==> src/rtl/bsg_pkg.sv <==
package bsg_pkg;

  // Controls that hold for one whole machine cycle
  typedef struct packed {
    logic ext;   // executing from external program memory
    logic xdat;  // external data transfer in this cycle
    logic crd;   // external code-table read in this cycle
    logic aoff;  // software strobe disable
  } cyc_ctl_t;

  // True when tick tk lies in [lo, lo+len)
  function automatic logic tick_in(input int tk, input int lo, input int len);
    return (tk >= lo) && (tk < lo + len);
  endfunction

endpackage

==> src/rtl/bsg_rst_qual.sv <==
module bsg_rst_qual #(
  parameter int HOLD = 24
) (
  input  logic clk,
  input  logic rst,
  output logic rst_q
);
  localparam int CW = $clog2(HOLD + 1);

  logic [CW-1:0] hold_cnt;

  // Count consecutive high samples; assert once the count is reached
  always_ff @(posedge clk) begin
    if (!rst) begin
      hold_cnt <= '0;
      rst_q    <= 1'b0;
    end else begin
      if (hold_cnt != CW'(HOLD)) hold_cnt <= hold_cnt + 1'b1;
      rst_q <= (hold_cnt >= CW'(HOLD - 1));
    end
  end
endmodule

==> src/rtl/bsg_tick_ctr.sv <==
module bsg_tick_ctr #(
  parameter int STATES = 6,
  parameter int PHASES = 2,
  localparam int TICKS = STATES * PHASES,
  localparam int TW    = $clog2(TICKS),
  localparam int SW    = (STATES > 1) ? $clog2(STATES) : 1,
  localparam int PW    = (PHASES > 1) ? $clog2(PHASES) : 1
) (
  input  logic          clk,
  input  logic          rst_q,
  output logic [TW-1:0] tick_nxt,
  output logic          wrap_nxt,
  output logic [SW-1:0] mc_state,
  output logic [PW-1:0] mc_phase
);
  logic [TW-1:0] tick;

  always_comb begin
    if (rst_q || tick == TW'(TICKS - 1)) tick_nxt = '0;
    else                                  tick_nxt = tick + 1'b1;
  end

  assign wrap_nxt = (tick_nxt == '0);

  // State and phase are registered from the next tick so they line up with it
  always_ff @(posedge clk) begin
    tick     <= tick_nxt;
    mc_state <= SW'(tick_nxt / TW'(PHASES));
    mc_phase <= PW'(tick_nxt % TW'(PHASES));
  end
endmodule

==> src/rtl/bsg_ctl_latch.sv <==
module bsg_ctl_latch
  import bsg_pkg::*;
(
  input  logic     clk,
  input  logic     wrap_nxt,
  input  cyc_ctl_t ctl_in,
  output cyc_ctl_t ctl_nxt
);
  cyc_ctl_t ctl;

  // Controls are taken only on the edge that starts a machine cycle
  assign ctl_nxt = wrap_nxt ? ctl_in : ctl;

  always_ff @(posedge clk) ctl <= ctl_nxt;
endmodule

==> src/rtl/bsg_strobe_gen.sv <==
module bsg_strobe_gen
  import bsg_pkg::*;
#(
  parameter int TICKS      = 12,
  parameter int HALVES     = 2,
  parameter int ALE_START  = 1,
  parameter int ALE_LEN    = 2,
  parameter int PSEN_LEN   = 3,
  localparam int TW        = $clog2(TICKS),
  localparam int HALF      = TICKS / HALVES,
  localparam int PSEN_START = ALE_START + ALE_LEN
) (
  input  logic          clk,
  input  logic          rst_q,
  input  logic [TW-1:0] tick_nxt,
  input  cyc_ctl_t      ctl_nxt,
  output logic          ale,
  output logic          psen_n
);
  int                tk;
  logic [HALVES-1:0] ale_hit;
  logic [HALVES-1:0] ale_skip;
  logic [HALVES-1:0] psen_hit;
  logic              ale_park;
  logic              ale_d;
  logic              psen_fire;

  assign tk = int'(tick_nxt);

  for (genvar h = 0; h < HALVES; h++) begin : g_half
    localparam int ALO = h * HALF + ALE_START;
    localparam int PLO = h * HALF + PSEN_START;
    assign ale_hit[h]  = tick_in(tk, ALO, ALE_LEN);
    assign psen_hit[h] = tick_in(tk, PLO, PSEN_LEN);
    if (h == 0) begin : g_first
      assign ale_skip[h] = ctl_nxt.xdat;  // transfer drops the first pulse
    end else begin : g_rest
      assign ale_skip[h] = 1'b0;
    end
  end

  // Disable parks ALE high unless the cycle needs the bus, and is void in external execution
  assign ale_park  = ctl_nxt.aoff && !ctl_nxt.ext && !ctl_nxt.xdat && !ctl_nxt.crd;
  assign ale_d     = ale_park || (|(ale_hit & ~ale_skip));
  assign psen_fire = ctl_nxt.ext && !ctl_nxt.xdat && (|psen_hit);

  always_ff @(posedge clk) begin
    if (rst_q) begin
      ale    <= 1'b0;
      psen_n <= 1'b1;
    end else begin
      ale    <= ale_d;
      psen_n <= !psen_fire;
    end
  end
endmodule

==> src/rtl/bus_strobe_gen.sv <==
module bus_strobe_gen
  import bsg_pkg::*;
#(
  parameter int STATES      = 6,
  parameter int PHASES      = 2,
  parameter int RST_HOLD_MC = 2,
  parameter int ALE_START   = 1,
  parameter int ALE_LEN     = 2,
  parameter int PSEN_LEN    = 3,
  localparam int TICKS = STATES * PHASES,
  localparam int TW    = $clog2(TICKS),
  localparam int SW    = (STATES > 1) ? $clog2(STATES) : 1,
  localparam int PW    = (PHASES > 1) ? $clog2(PHASES) : 1,
  localparam int HOLD  = RST_HOLD_MC * TICKS
) (
  input  logic          clk,
  input  logic          rst,
  input  logic          ext_exec,
  input  logic          xdata_cyc,
  input  logic          code_rd_cyc,
  input  logic          ale_off,
  output logic          ale,
  output logic          psen_n,
  output logic [SW-1:0] mc_state,
  output logic [PW-1:0] mc_phase
);
  logic          rst_q;
  logic [TW-1:0] tick_nxt;
  logic          wrap_nxt;
  cyc_ctl_t      ctl_in;
  cyc_ctl_t      ctl_nxt;

  assign ctl_in = '{ext: ext_exec, xdat: xdata_cyc, crd: code_rd_cyc, aoff: ale_off};

  bsg_rst_qual #(.HOLD(HOLD)) u_rst_qual (
    .clk   (clk),
    .rst   (rst),
    .rst_q (rst_q)
  );

  bsg_tick_ctr #(.STATES(STATES), .PHASES(PHASES)) u_tick_ctr (
    .clk      (clk),
    .rst_q    (rst_q),
    .tick_nxt (tick_nxt),
    .wrap_nxt (wrap_nxt),
    .mc_state (mc_state),
    .mc_phase (mc_phase)
  );

  bsg_ctl_latch u_ctl_latch (
    .clk      (clk),
    .wrap_nxt (wrap_nxt),
    .ctl_in   (ctl_in),
    .ctl_nxt  (ctl_nxt)
  );

  bsg_strobe_gen #(
    .TICKS     (TICKS),
    .HALVES    (2),
    .ALE_START (ALE_START),
    .ALE_LEN   (ALE_LEN),
    .PSEN_LEN  (PSEN_LEN)
  ) u_strobe_gen (
    .clk      (clk),
    .rst_q    (rst_q),
    .tick_nxt (tick_nxt),
    .ctl_nxt  (ctl_nxt),
    .ale      (ale),
    .psen_n   (psen_n)
  );
endmodule

==> config.mk <==
export PLATFORM = sky130hd
export DESIGN_NAME = bus_strobe_gen
export DESIGN_NICKNAME = d
export VERILOG_FILES = /design/src/rtl/bsg_pkg.sv /design/src/rtl/bsg_rst_qual.sv /design/src/rtl/bsg_tick_ctr.sv /design/src/rtl/bsg_ctl_latch.sv /design/src/rtl/bsg_strobe_gen.sv /design/src/rtl/bus_strobe_gen.sv
export SDC_FILE = /design/constraint.sdc
export NUM_CORES = 1
export LEC_CHECK = 0
export BUFFER_PORTS_ARGS = -buffer_cell sky130_fd_sc_hd__buf_2
export CORE_MARGIN = 4
export CORE_UTILIZATION = 45
export CTS_BUF_LIST = sky130_fd_sc_hd__clkbuf_8
export CTS_CLUSTER_DIAMETER = 50
export DETAILED_ROUTE_END_ITERATION = 10
export PLACE_DENSITY = 0.77
export SLEW_MARGIN = 15
export SYNTH_ARGS = -nofsm -noshare
export SYNTH_HDL_FRONTEND = slang
export SYNTH_SLANG_ARGS = --single-unit
==> constraint.sdc <==
create_clock -name clk -period 1.6 [get_ports clk]
set_input_delay 0.4 -clock clk [delete_from_list [all_inputs] [get_ports clk]]
set_output_delay 0.4 -clock clk [all_outputs]
set_load 0.005 [all_outputs]
==> impl_metrics.env, run 1 <==
export IMPL_status="finished with violations"
export IMPL_failed_checks="negative setup slack"
export IMPL_fp_coreArea_mm2=0.001802
export IMPL_finClkSkew_ps=2.309
export IMPL_post_syn_area_per_cell_um2=9.525
export IMPL_synth_enable_flop_cells=0
export IMPL_areaGrowthSynthToFinish_pct=24.72
export IMPL_tightestPinTransition_ps=374.7
export IMPL_dominant_combinational_cell_family_by_area_after_synthesis="simple AND/OR/NAND/NOR gates"
export IMPL_first_global_vias=736
export IMPL_cts_max_path_buffers=2
export IMPL_std_cell_rows=15
export IMPL_die_width_um=52.37
export IMPL_utilization_pct=61.32
export IMPL_synth_top_flop_cell="dfxtp_1"
export IMPL_synth_simple_gate_area_share_pct=26.55
export IMPL_setup_worst_path_start_class="flop"
export IMPL_shortest_clock_period_the_worst_path_allows_after_layout_ps=1655
export IMPL_synthDistinctLibCells=43
export IMPL_mappedNetlistNets=102
export IMPL_hold_fails_final_rpt=0
export IMPL_power_density_mw_per_mm2=740.0
export IMPL_synthMuxAreaShare_pct=8.475
export IMPL_multiInputGateArea_um2=556.8
export IMPL_htree_num_levels=1
export IMPL_root_buf_cell="clkbuf_8"
export IMPL_timing_final_max_slew_violations=0
export IMPL_layout_setup_ws_ps=-54.53
export IMPL_crit_path_start="u_tick_ctr.tick[0]"
export IMPL_ioPinCount=12
export IMPL_dp_final_hpwl_um=1280
export IMPL_cap_viol_max_count=0
export IMPL_slew_headroom_pct=74.38
export IMPL_cts_sink_count=16
export IMPL_synth_adder_area_share_pct=4.237
export IMPL_place_ws_ps=-43.35
export IMPL_avgViaCountPerCell=5.283
export IMPL_library_cell_with_the_highest_instance_count_after_synthesis="dfxtp_1"
export IMPL_number_of_instances_on_the_worst_hold_path=2
export IMPL_rr_endpoint="u_ctl_latch.ctl[0]"
export IMPL_num_vias=729
export IMPL_max_clock_freq_ghz=0.6044
export IMPL_hold_fix_buffer_count_after_cts=0
export IMPL_post_layout_total_power_uw=817.5
export IMPL_antennaDiodeCount=0
export IMPL_min_delay_path_class="primary input to flop"
export IMPL_cellLeakagePower_uw=0.0004633
export IMPL_worstSetupPathType="flop to flop"
export IMPL_starting_density_of_the_core_pct=49.17
export IMPL_ys_warnings_count=0
export IMPL_rsz0062_at_grt="yes"
export IMPL_cell_taking_the_most_area_after_synthesis="dfxtp_1"
export IMPL_crit_reg2reg_launch="u_tick_ctr.tick[0]"
export IMPL_final_cell_count_no_fill=138
export IMPL_layout_worst_path_cycle_share_pct=103.4
export IMPL_async_flop_share_pct=0
export IMPL_synth_top_cell_area_share_pct=36.16
export IMPL_antenna_left=0
export IMPL_finalWirelength_um=1715
export IMPL_layout_drive_gt1_share_pct=34.51
export IMPL_ff_latch_area_um2=324.1
export IMPL_worstHoldEndpoint="u_ctl_latch.ctl[0]"
export IMPL_finalSetupViolations=6
export IMPL_ys_ff_latch=16
export IMPL_detail_route_wl_per_cell_um=12.43
export IMPL_quantity_of_i_o_buffers_inserted_on_ports=11
export IMPL_power_ir_vdd_worst_mv=0.5999
export IMPL_post_synth_instance_area_um2=885.9
export IMPL_die_height_um=52.37
export IMPL_synthCells=93
export IMPL_cts_tree="yes"
export IMPL_die_area_mm2=0.002743
export IMPL_synth_area_top_cells="dfxtp_1, mux2_1, ha_1"
export IMPL_drt_drc_violations_left=0
export IMPL_cts_inserted_buffers=3
export IMPL_area_of_all_placed_cells_without_fillers_mm2=0.001105
export IMPL_wp_data_required_ps=1730
export IMPL_clock_latency_late_sink_ps=240
export IMPL_final_fill_count=157
export IMPL_drt_iter0_markers=4
export IMPL_clkTransAtPathRegs_ps=60
export IMPL_detailedRoute_firstPassIterationCount=4
export IMPL_placed_cells=134
export IMPL_cp_end_kind="flop"
export IMPL_min_from="ale_off"
export IMPL_critPathMaxFanout=9
export IMPL_synth_xor_area_share_pct=5.791
export IMPL_worst_ep_arrival_time_ps=1790
export IMPL_final_nets=123
export IMPL_synth_yosys_seq_area_share_pct=36.16
export IMPL_groute_usage_overall_pct=14.79
export IMPL_r2r_setup_slack_ps=-50
export IMPL_grt_start_max_net_pins=13
export IMPL_placed_area_mm2=0.001039
export IMPL_grt_antenna_before_repair=0
export IMPL_gr_total_overflow=0
export IMPL_synth_compound_gate_area_share_pct=14.41
export IMPL_synth_common_cells="dfxtp_1, nand2_1, nor2_1"
export IMPL_worst_r2r_cell_count=5
export IMPL_grt_pass1_wl_um=3008
export IMPL_gp_congestion=0.8805
## cells by family (layout without fill, tap and decap cells)
kind of cell    Yosys count  after routing
compound gates           17             17
xor+xnor                  5              5
fa+ha+maj                 3              3
simple gates             37             37
mux                       7              7
buf+inv                   8             28
flops                    16             16
## layout by cell type (no fill, tap or decap), types with 2 or more instances in the layout
master	count
and3b_1	2
nand3_1	3
nor4b_1	2
nand2_1	5
nor2b_1	2
a21oi_1	3
buf_4	9
dfxtp_1	13
dfxtp_2	3
mux2i_1	3
ha_1	2
nor2_1	5
buf_2	11
and2_1	3
clkbuf_8	4
and2b_2	2
or4_1	2
mux2_1	4
xnor2_1	3
o21ai_0	3
inv_1	4
## state kept, by name, indices dropped and copies added, names as in the netlist
name / count
u_ctl_latch.ctl: 4
u_tick_ctr.tick: 1
u_strobe_gen.ale: 1
u_tick_ctr.mc_state: 3
u_strobe_gen.psen_n: 1
u_rst_qual.rst_q: 1
u_rst_qual.hold_cnt: 5
## worst max-delay path, cell delays in order (launching register included)
cell and delay, ps:
dfxtp_2 340, ha_4 320, nor2b_4 60, a311oi_2 320, o21ai_4 160, mux2_1 330
## stage by stage
step	hold WS [ps]	TNS (ps)
after global routing	400.0	-608.8
after floorplan	425.7	0
after global placement	449.9	0
after CTS	380.5	-142.1
after detailed placement	449.6	-172.0
final	383.7	-257.9
## metal layers
| metal | global-route usage [%] | part of all wire [%] | routed length, um | vias to the layer above |
|---|---|---|---|---|
| met5 | 0 | 0 | 0 | - |
| met4 | 5.106 | 1.4 | 24 | 0 |
| met3 | 5.128 | 4.3 | 74 | 4 |
| met2 | 25.62 | 46 | 797 | 12 |
| met1 | 16.61 | 48 | 818 | 338 |
| li1 | - | - | - | 375 |
## cell type report
class	instances	share of cell area, %
tap	25	2.831
clock buffer	4	4.983
multi-input combinational	69	50.40
timing repair buffer	20	11.10
inverter	4	1.359
sequential	16	29.33
## how the worst max path moves through the flow
stage | to | depth (start not counted)
after global routing | u_strobe_gen.ale | 6
after CTS | u_ctl_latch.ctl[0] | 5
after floorplan | u_strobe_gen.ale | 5
after global placement | u_ctl_latch.ctl[1] | 5
final | u_ctl_latch.ctl[0] | 5
after detailed placement | u_strobe_gen.psen_n | 6
## where the power goes
part	internal [uW]	total (uW)	switching (uW)
registers	413	424	11.5
clock network	218	347	129
logic	25.9	46.1	20.3
## what timing repair did
item                       in CTS  in global routing
pin swaps                       0                  1
setup endpoints to repair       6                  6
gates cloned                    0                  0
buffers inserted                0                  0
gates resized for setup         2                  1
(Power assumes the default switching activity.)
==> run 2, diff against run 1 <==
Settings changed: RECOVER_POWER set to 50.
==> run 2 against run 1 <==
Net effect: the flow still finishes with violations (negative setup slack); register-to-register slack hardly changed; combinational power shrank 1%; non-clock buffer count stayed put; cell area decreased by 0.57%; clock skew hardly changed; routed wire length down 0.23%; setup slack is essentially flat; count of clock-buffer cells in the layout stayed put; cell count is the same; maximum frequency hardly changed; sequential cell count did not move; largest power group unchanged.
==> impl_metrics.env, run 2 (same netlist as run 1, synthesis figures left out) <==
export IMPL_status="finished with violations"
export IMPL_failed_checks="negative setup slack"
export IMPL_detail_route_wl_per_cell_um=12.40
export IMPL_reg_top3="u_rst_qual.hold_cnt: 5 flops, u_ctl_latch.ctl: 4 flops, u_tick_ctr.mc_state: 3 flops"
export IMPL_final_fill_count=159
export IMPL_cp_end_kind="flop"
export IMPL_power_report_internal_total_uw=656.2
export IMPL_power_ir_vdd_worst_mv=0.5992
export IMPL_layout_worst_path_cycle_share_pct=103.4
export IMPL_min_delay_path_class="primary input to flop"
export IMPL_finClkSkew_ps=2.442
export IMPL_detailedRoute_firstPassIterationCount=4
export IMPL_grt_pass1_wl_um=3008
export IMPL_fp_coreArea_mm2=0.001802
export IMPL_gp_congestion=0.8805
export IMPL_hold_fails_final_rpt=0
export IMPL_antenna_left=0
export IMPL_root_buf_cell="clkbuf_8"
export IMPL_std_cell_rows=15
export IMPL_areaGrowthSynthToFinish_pct=24.01
export IMPL_wp_data_required_ps=1730
export IMPL_ff_latch_area_um2=324.1
export IMPL_cts_max_path_buffers=2
export IMPL_slew_headroom_pct=74.38
export IMPL_power_switching_uw=160.4
export IMPL_placed_cells=134
export IMPL_timing_final_max_slew_violations=0
export IMPL_cts_inserted_buffers=3
export IMPL_layout_drive_gt1_share_pct=31.86
export IMPL_combPwrFrac_pct=5.6
export IMPL_die_area_mm2=0.002743
export IMPL_crit_path_start="u_tick_ctr.tick[0]"
export IMPL_grt_start_max_net_pins=13
export IMPL_clkTransAtPathRegs_ps=60
export IMPL_setup_worst_path_start_class="flop"
export IMPL_post_cts_setup_buffer_count=0
export IMPL_finalWirelength_um=1711
export IMPL_multiInputGateArea_um2=556.8
export IMPL_hold_fix_buffer_count_after_cts=0
export IMPL_final_common_cell="dfxtp_1"
export IMPL_cellLeakagePower_uw=0.0004519
export IMPL_die_height_um=52.37
export IMPL_drt_drc_violations_left=0
export IMPL_rsz0062_at_grt="yes"
export IMPL_ioPinCount=12
export IMPL_cts_tree="yes"
export IMPL_final_cell_count_no_fill=138
export IMPL_critPathMaxFanout=9
export IMPL_antennaDiodeCount=0
export IMPL_crit_reg2reg_launch="u_tick_ctr.tick[0]"
export IMPL_starting_density_of_the_core_pct=49.17
export IMPL_clock_latency_late_sink_ps=240
export IMPL_shortest_clock_period_the_worst_path_allows_after_layout_ps=1654
export IMPL_power_share_sequential_pct=52.0
export IMPL_tightestPinTransition_ps=374.7
export IMPL_worstSetupPathType="flop to flop"
export IMPL_worst_ep_arrival_time_ps=1790
export IMPL_cp_endpoint="u_ctl_latch.ctl[0]"
export IMPL_rr_endpoint="u_ctl_latch.ctl[0]"
export IMPL_worst_r2r_cell_count=5
export IMPL_final_nets=123
export IMPL_quantity_of_i_o_buffers_inserted_on_ports=11
export IMPL_gr_total_overflow=0
export IMPL_layout_setup_ws_ps=-54.33
export IMPL_max_clock_freq_ghz=0.6045
export IMPL_largest_register_ffs=5
export IMPL_finalSetupViolations=6
export IMPL_top_register="u_rst_qual.hold_cnt"
export IMPL_drt_iter0_markers=4
export IMPL_power_density_mw_per_mm2=743.4
export IMPL_clock_power_share_pct=42.5
export IMPL_utilization_pct=60.97
export IMPL_grt_antenna_before_repair=0
export IMPL_dp_final_hpwl_um=1280
export IMPL_htree_num_levels=1
export IMPL_first_global_vias=736
export IMPL_layout_cells_most_common_list="dfxtp_1, buf_2, buf_4"
export IMPL_cap_viol_max_count=0
export IMPL_die_width_um=52.37
export IMPL_switching_share_pct=19.65
export IMPL_cts_sink_count=16
export IMPL_num_vias=732
export IMPL_groute_usage_overall_pct=14.79
export IMPL_avgViaCountPerCell=5.304
export IMPL_r2r_setup_slack_ps=-50
run 2: changes by cell type in the layout (fill, tap and decap cells not counted), sizes merged:
| cell | change |
|---|---|
| buf | -3 |
| clkbuf | +3 |
run 2: critical path, cell delays in order, from the launching register on:
cell and delay (ps):
dfxtp_2 340, ha_4 320, nor2b_4 60, a311oi_2 320, o21ai_4 160, mux2_1 330
run 2: area by class of cell:
| class | instances | area share, % |
|---|---|---|
| Tap cell | 25 | 2.847 |
| Inverter | 4 | 1.367 |
| Clock buffer | 4 | 5.011 |
| Multi-Input combinational cell | 69 | 50.68 |
| Timing Repair Buffer | 20 | 10.59 |
| Sequential cell | 16 | 29.50 |
run 2: worst min-delay path by stage:
| stage | startpoint | endpoint | slack [ps] | depth (start not counted) |
|---|---|---|---|---|
| after floorplan | u_ctl_latch.ctl[0] | u_ctl_latch.ctl[0] | 430 | 1 |
| after global placement | u_ctl_latch.ctl[0] | u_ctl_latch.ctl[0] | 450 | 1 |
| after detailed placement | u_ctl_latch.ctl[0] | u_ctl_latch.ctl[0] | 450 | 1 |
| after CTS | code_rd_cyc | u_ctl_latch.ctl[1] | 380 | 2 |
| after global routing | ale_off | u_ctl_latch.ctl[0] | 400 | 2 |
| final | ale_off | u_ctl_latch.ctl[0] | 380 | 2 |
run 2: routing by layer:
layer / GRT usage (%) / vias to the layer above / share of wire [%]
met5: 0 / - / 0
met4: 5.106 / 0 / 1.4
met3: 5.128 / 4 / 4.9
met2: 25.62 / 12 / 47
met1: 16.61 / 342 / 47
li1: - / 374 / -
run 2: stage by stage:
step	instance area (um^2)	hold slack (ps)	power, uW	setup slack, ps	setup TNS, ps
finish	1099	383.7	816.7	-54.33	-257.0
global route	1099	400.0	851.7	-110.6	-608.8
CTS	1104	380.5	828.6	-32.26	-142.1
detailed placement	1039	449.6	478.1	-43.35	-172.0
global placement	1039	449.9	475.0	9.884	0
floorplan	908.4	425.7	459.1	11.92	0
run 2: power by group through the flow:
stage / sequential, uW / combinational [uW] / clock, uW
after floorplan: 430 / 29.0 / 0
after global placement: 432 / 42.9 / 0
after detailed placement: 432 / 45.8 / 0
after CTS: 424 / 46.4 / 358
after global routing: 427 / 51.1 / 374
final: 424 / 45.5 / 347
run 2: timing repair:
item                                    CTS  global route
endpoints found under the setup margin    6             6
gates resized for setup                   2             1
pin swaps                                 0             1
cloned                                    0             0
==> run 3, diff against run 2 <==
--- a/config.mk
+++ b/config.mk
@@ -7,2 +7,3 @@
 export LEC_CHECK = 0
+export ABC_AREA = 1
 export BUFFER_PORTS_ARGS = -buffer_cell sky130_fd_sc_hd__buf_2
@@ -13,4 +14,3 @@
 export DETAILED_ROUTE_END_ITERATION = 10
-export PLACE_DENSITY = 0.77
-export RECOVER_POWER = 50
+export PLACE_DENSITY = 0.78
 export SLEW_MARGIN = 15
--- a/constraint.sdc
+++ b/constraint.sdc
@@ -3,2 +3,2 @@
 set_output_delay 0.4 -clock clk [all_outputs]
-set_load 0.005 [all_outputs]
+set_load 0.05 [all_outputs]
==> run 3 against run 2 <==
Net effect: the run now ends clean; setup slack improved by 110 ps; largest cell class unchanged; sequential cell count did not move; die area fell by 9.7%; critical endpoint is now u_strobe_gen.ale; global-route usage rose by 0.14 points; cell area fell by 8.2%; first-iteration DRC count rose to 2.5 times the previous value; combinational power rose to 2.8 times the previous value; routed wire length rose by 0.29%; cell count fell by 5.1%; total power rose by 5.8%; clock power fell by 14%; highest routed layer unchanged.
==> impl_metrics.env, run 3 <==
export IMPL_detail_route_wl_per_cell_um=13.10
export IMPL_synth_yosys_seq_area_share_pct=40.83
export IMPL_final_fill_count=134
export IMPL_power_switching_uw=228.1
export IMPL_power_report_internal_total_uw=636.3
export IMPL_setup_worst_path_start_class="flop"
export IMPL_worstSetupPathType="flop to flop"
export IMPL_final_nets=125
export IMPL_cellLeakagePower_uw=0.0004540
export IMPL_synthCells=97
export IMPL_std_cell_rows=14
export IMPL_grt_antenna_before_repair=0
export IMPL_cts_max_path_buffers=2
export IMPL_ff_latch_area_um2=330.3
export IMPL_post_layout_total_power_uw=864.4
export IMPL_cp_end_kind="flop"
export IMPL_gp_congestion=0.8285
export IMPL_ys_ff_latch=16
export IMPL_areaGrowthSynthToFinish_pct=28.55
export IMPL_switching_share_pct=26.39
export IMPL_synth_top_flop_cell="dfxtp_1"
export IMPL_final_cell_count_no_fill=131
export IMPL_worst_ep_arrival_time_ps=1740
export IMPL_antennaDiodeCount=0
export IMPL_rsz0062_at_grt="yes"
export IMPL_root_buf_cell="clkbuf_8"
export IMPL_mappedNetlistNets=106
export IMPL_finalSetupTns_ps=0
export IMPL_max_clock_freq_ghz=0.6460
export IMPL_cts_inserted_buffers=3
export IMPL_synth_top_cell_area_share_pct=40.83
export IMPL_grtUsageMet2_pct=25.33
export IMPL_grt_pass1_wl_um=2891
export IMPL_cell_taking_the_most_area_after_synthesis="dfxtp_1"
export IMPL_shortest_clock_period_the_worst_path_allows_after_layout_ps=1548
export IMPL_library_cell_with_the_highest_instance_count_after_synthesis="dfxtp_1"
export IMPL_layout_cells_most_common_list="inv_1, nand2_1, dfxtp_1"
export IMPL_die_width_um=49.76
export IMPL_starting_density_of_the_core_pct=49.76
export IMPL_num_vias=707
export IMPL_ys_warnings_count=0
export IMPL_quantity_of_i_o_buffers_inserted_on_ports=11
export IMPL_largest_register_ffs=5
export IMPL_multiInputGateArea_um2=469.2
export IMPL_clkTransAtPathRegs_ps=60
export IMPL_synth_enable_flop_cells=0
export IMPL_power_density_mw_per_mm2=857.2
export IMPL_clock_latency_late_sink_ps=250
export IMPL_timing_final_max_slew_violations=0
export IMPL_slew_headroom_pct=69.90
export IMPL_grt_start_max_net_pins=12
export IMPL_critPathMaxFanout=7
export IMPL_hold_fails_final_rpt=0
export IMPL_min_delay_path_class="primary input to flop"
export IMPL_post_synth_instance_area_um2=784.5
export IMPL_power_ir_vdd_worst_mv=0.6978
export IMPL_clock_power_share_pct=34.5
export IMPL_die_height_um=49.76
export IMPL_first_global_vias=681
export IMPL_htree_num_levels=1
export IMPL_power_share_sequential_pct=50.7
export IMPL_met3_usage_pct=4.518
export IMPL_dp_final_hpwl_um=1170
export IMPL_fp_coreArea_mm2=0.001577
export IMPL_die_area_mm2=0.002476
export IMPL_placed_cells=125
export IMPL_layout_drive_gt1_share_pct=35.65
export IMPL_drt_iter0_markers=10
export IMPL_finalSetupViolations=0
export IMPL_antenna_left=0
export IMPL_cts_sink_count=16
export IMPL_avgViaCountPerCell=5.397
export IMPL_detailedRoute_firstPassIterationCount=4
export IMPL_gr_total_overflow=0
export IMPL_status="finished, final reports clean"
export IMPL_global_route_peak_usage_layer="met2"
export IMPL_synth_common_cells="dfxtp_1, nand2_1, inv_1"
export IMPL_post_syn_area_per_cell_um2=8.088
export IMPL_grt_met1_usage_pct=17.90
export IMPL_synthDistinctLibCells=24
export IMPL_tightestPinTransition_ps=448.1
export IMPL_combPwrFrac_pct=14.8
export IMPL_holdWs_ps=417.4
export IMPL_utilization_pct=63.97
export IMPL_cts_tree="yes"
export IMPL_finalWirelength_um=1716
export IMPL_cap_viol_max_count=0
export IMPL_synth_area_top_cells="dfxtp_1, nand2_1, inv_1"
export IMPL_reg_top3="u_rst_qual.hold_cnt: 5 flops, u_ctl_latch.ctl: 4 flops, u_tick_ctr.mc_state: 3 flops"
export IMPL_drt_drc_violations_left=0
export IMPL_async_flop_share_pct=0
export IMPL_groute_usage_overall_pct=14.93
export IMPL_layout_worst_path_cycle_share_pct=96.74
export IMPL_finClkSkew_ps=6.287
export IMPL_top_register="u_rst_qual.hold_cnt"
export IMPL_wp_data_required_ps=1790
export IMPL_ioPinCount=12
export IMPL_final_common_cell="inv_1"
## run 3: path summary, 6_finish.rpt
path | startpoint | to | slack (ps) | cells after the start
hold / removal | rst | u_rst_qual.hold_cnt[3] | 420 | 3
setup reg to reg | u_tick_ctr.tick[0] | u_strobe_gen.ale | 50 | 8
hold reg to reg | u_rst_qual.rst_q | u_strobe_gen.ale | 430 | 1
setup / recovery | u_tick_ctr.tick[0] | u_strobe_gen.ale | 50 | 8
## run 3: layout make-up
cell class | instances | area share, %
Multi-Input combinational cell | 64 | 46.53
Clock buffer | 3 | 4.094
Timing Repair Buffer | 14 | 7.692
Sequential cell | 16 | 32.75
Inverter | 17 | 6.576
Tap cell | 16 | 1.985
Clock inverter | 1 | 0.3722
## run 3: kinds of logic (layout without fill, tap and decap cells)
logic type	Yosys count	after routing	share of synthesized area [%]
and+or+nand+nor	46	47	31.42
buffers and inverters	18	35	9.411
DFF	16	16	40.83
AOI/OAI and AO/OA	12	12	11.32
adders and majority gates	3	3	4.785
xor gates and xnor gates	2	2	2.233
## run 3: repair_timing
item / CTS / global route
hold endpoints to repair: 0 / 0
endpoints found under the setup margin: 1 / 2
gates cloned: 0 / 1
pin swaps: 0 / 2
gates resized for setup: 4 / 6
hold buffers: 0 / 0
buffers inserted: 0 / 1
## run 3: per-layer routing
metal  wire (um)  up-vias  part of all wire (%)
li1            -      360                     -
met1         709      322                    41
met2         896       21                    52
met5           0        -                     0
met4          18        0                   1.0
met3          93        4                   5.4
## run 3: power by group through the flow
stage	clock [uW]	combinational (uW)	sequential (uW)
detailed placement	0	114	445
global placement	0	111	444
finish	298	128	439
floorplan	0	66.9	463
CTS	307	118	437
global route	328	144	441
## run 3: worst max-delay path, stage by stage (launching register included)
cell and delay (ps):
dfxtp_4 370, ha_4 250, o211ai_4 310, nand3_4 130, nand2_1 80, nand2_1 70, nor2_1 100, nand2_1 70
a21oi_2 100
## run 3: metrics by stage
| stage | cell area [um^2] | setup WS, ps |
|---|---|---|
| after floorplan | 797.0 | 3.208 |
| after global placement | 879.6 | -5.929 |
| after detailed placement | 879.6 | -52.08 |
| after CTS | 954.7 | 47.92 |
| after global routing | 1008 | -84.37 |
| final | 1008 | 52.09 |
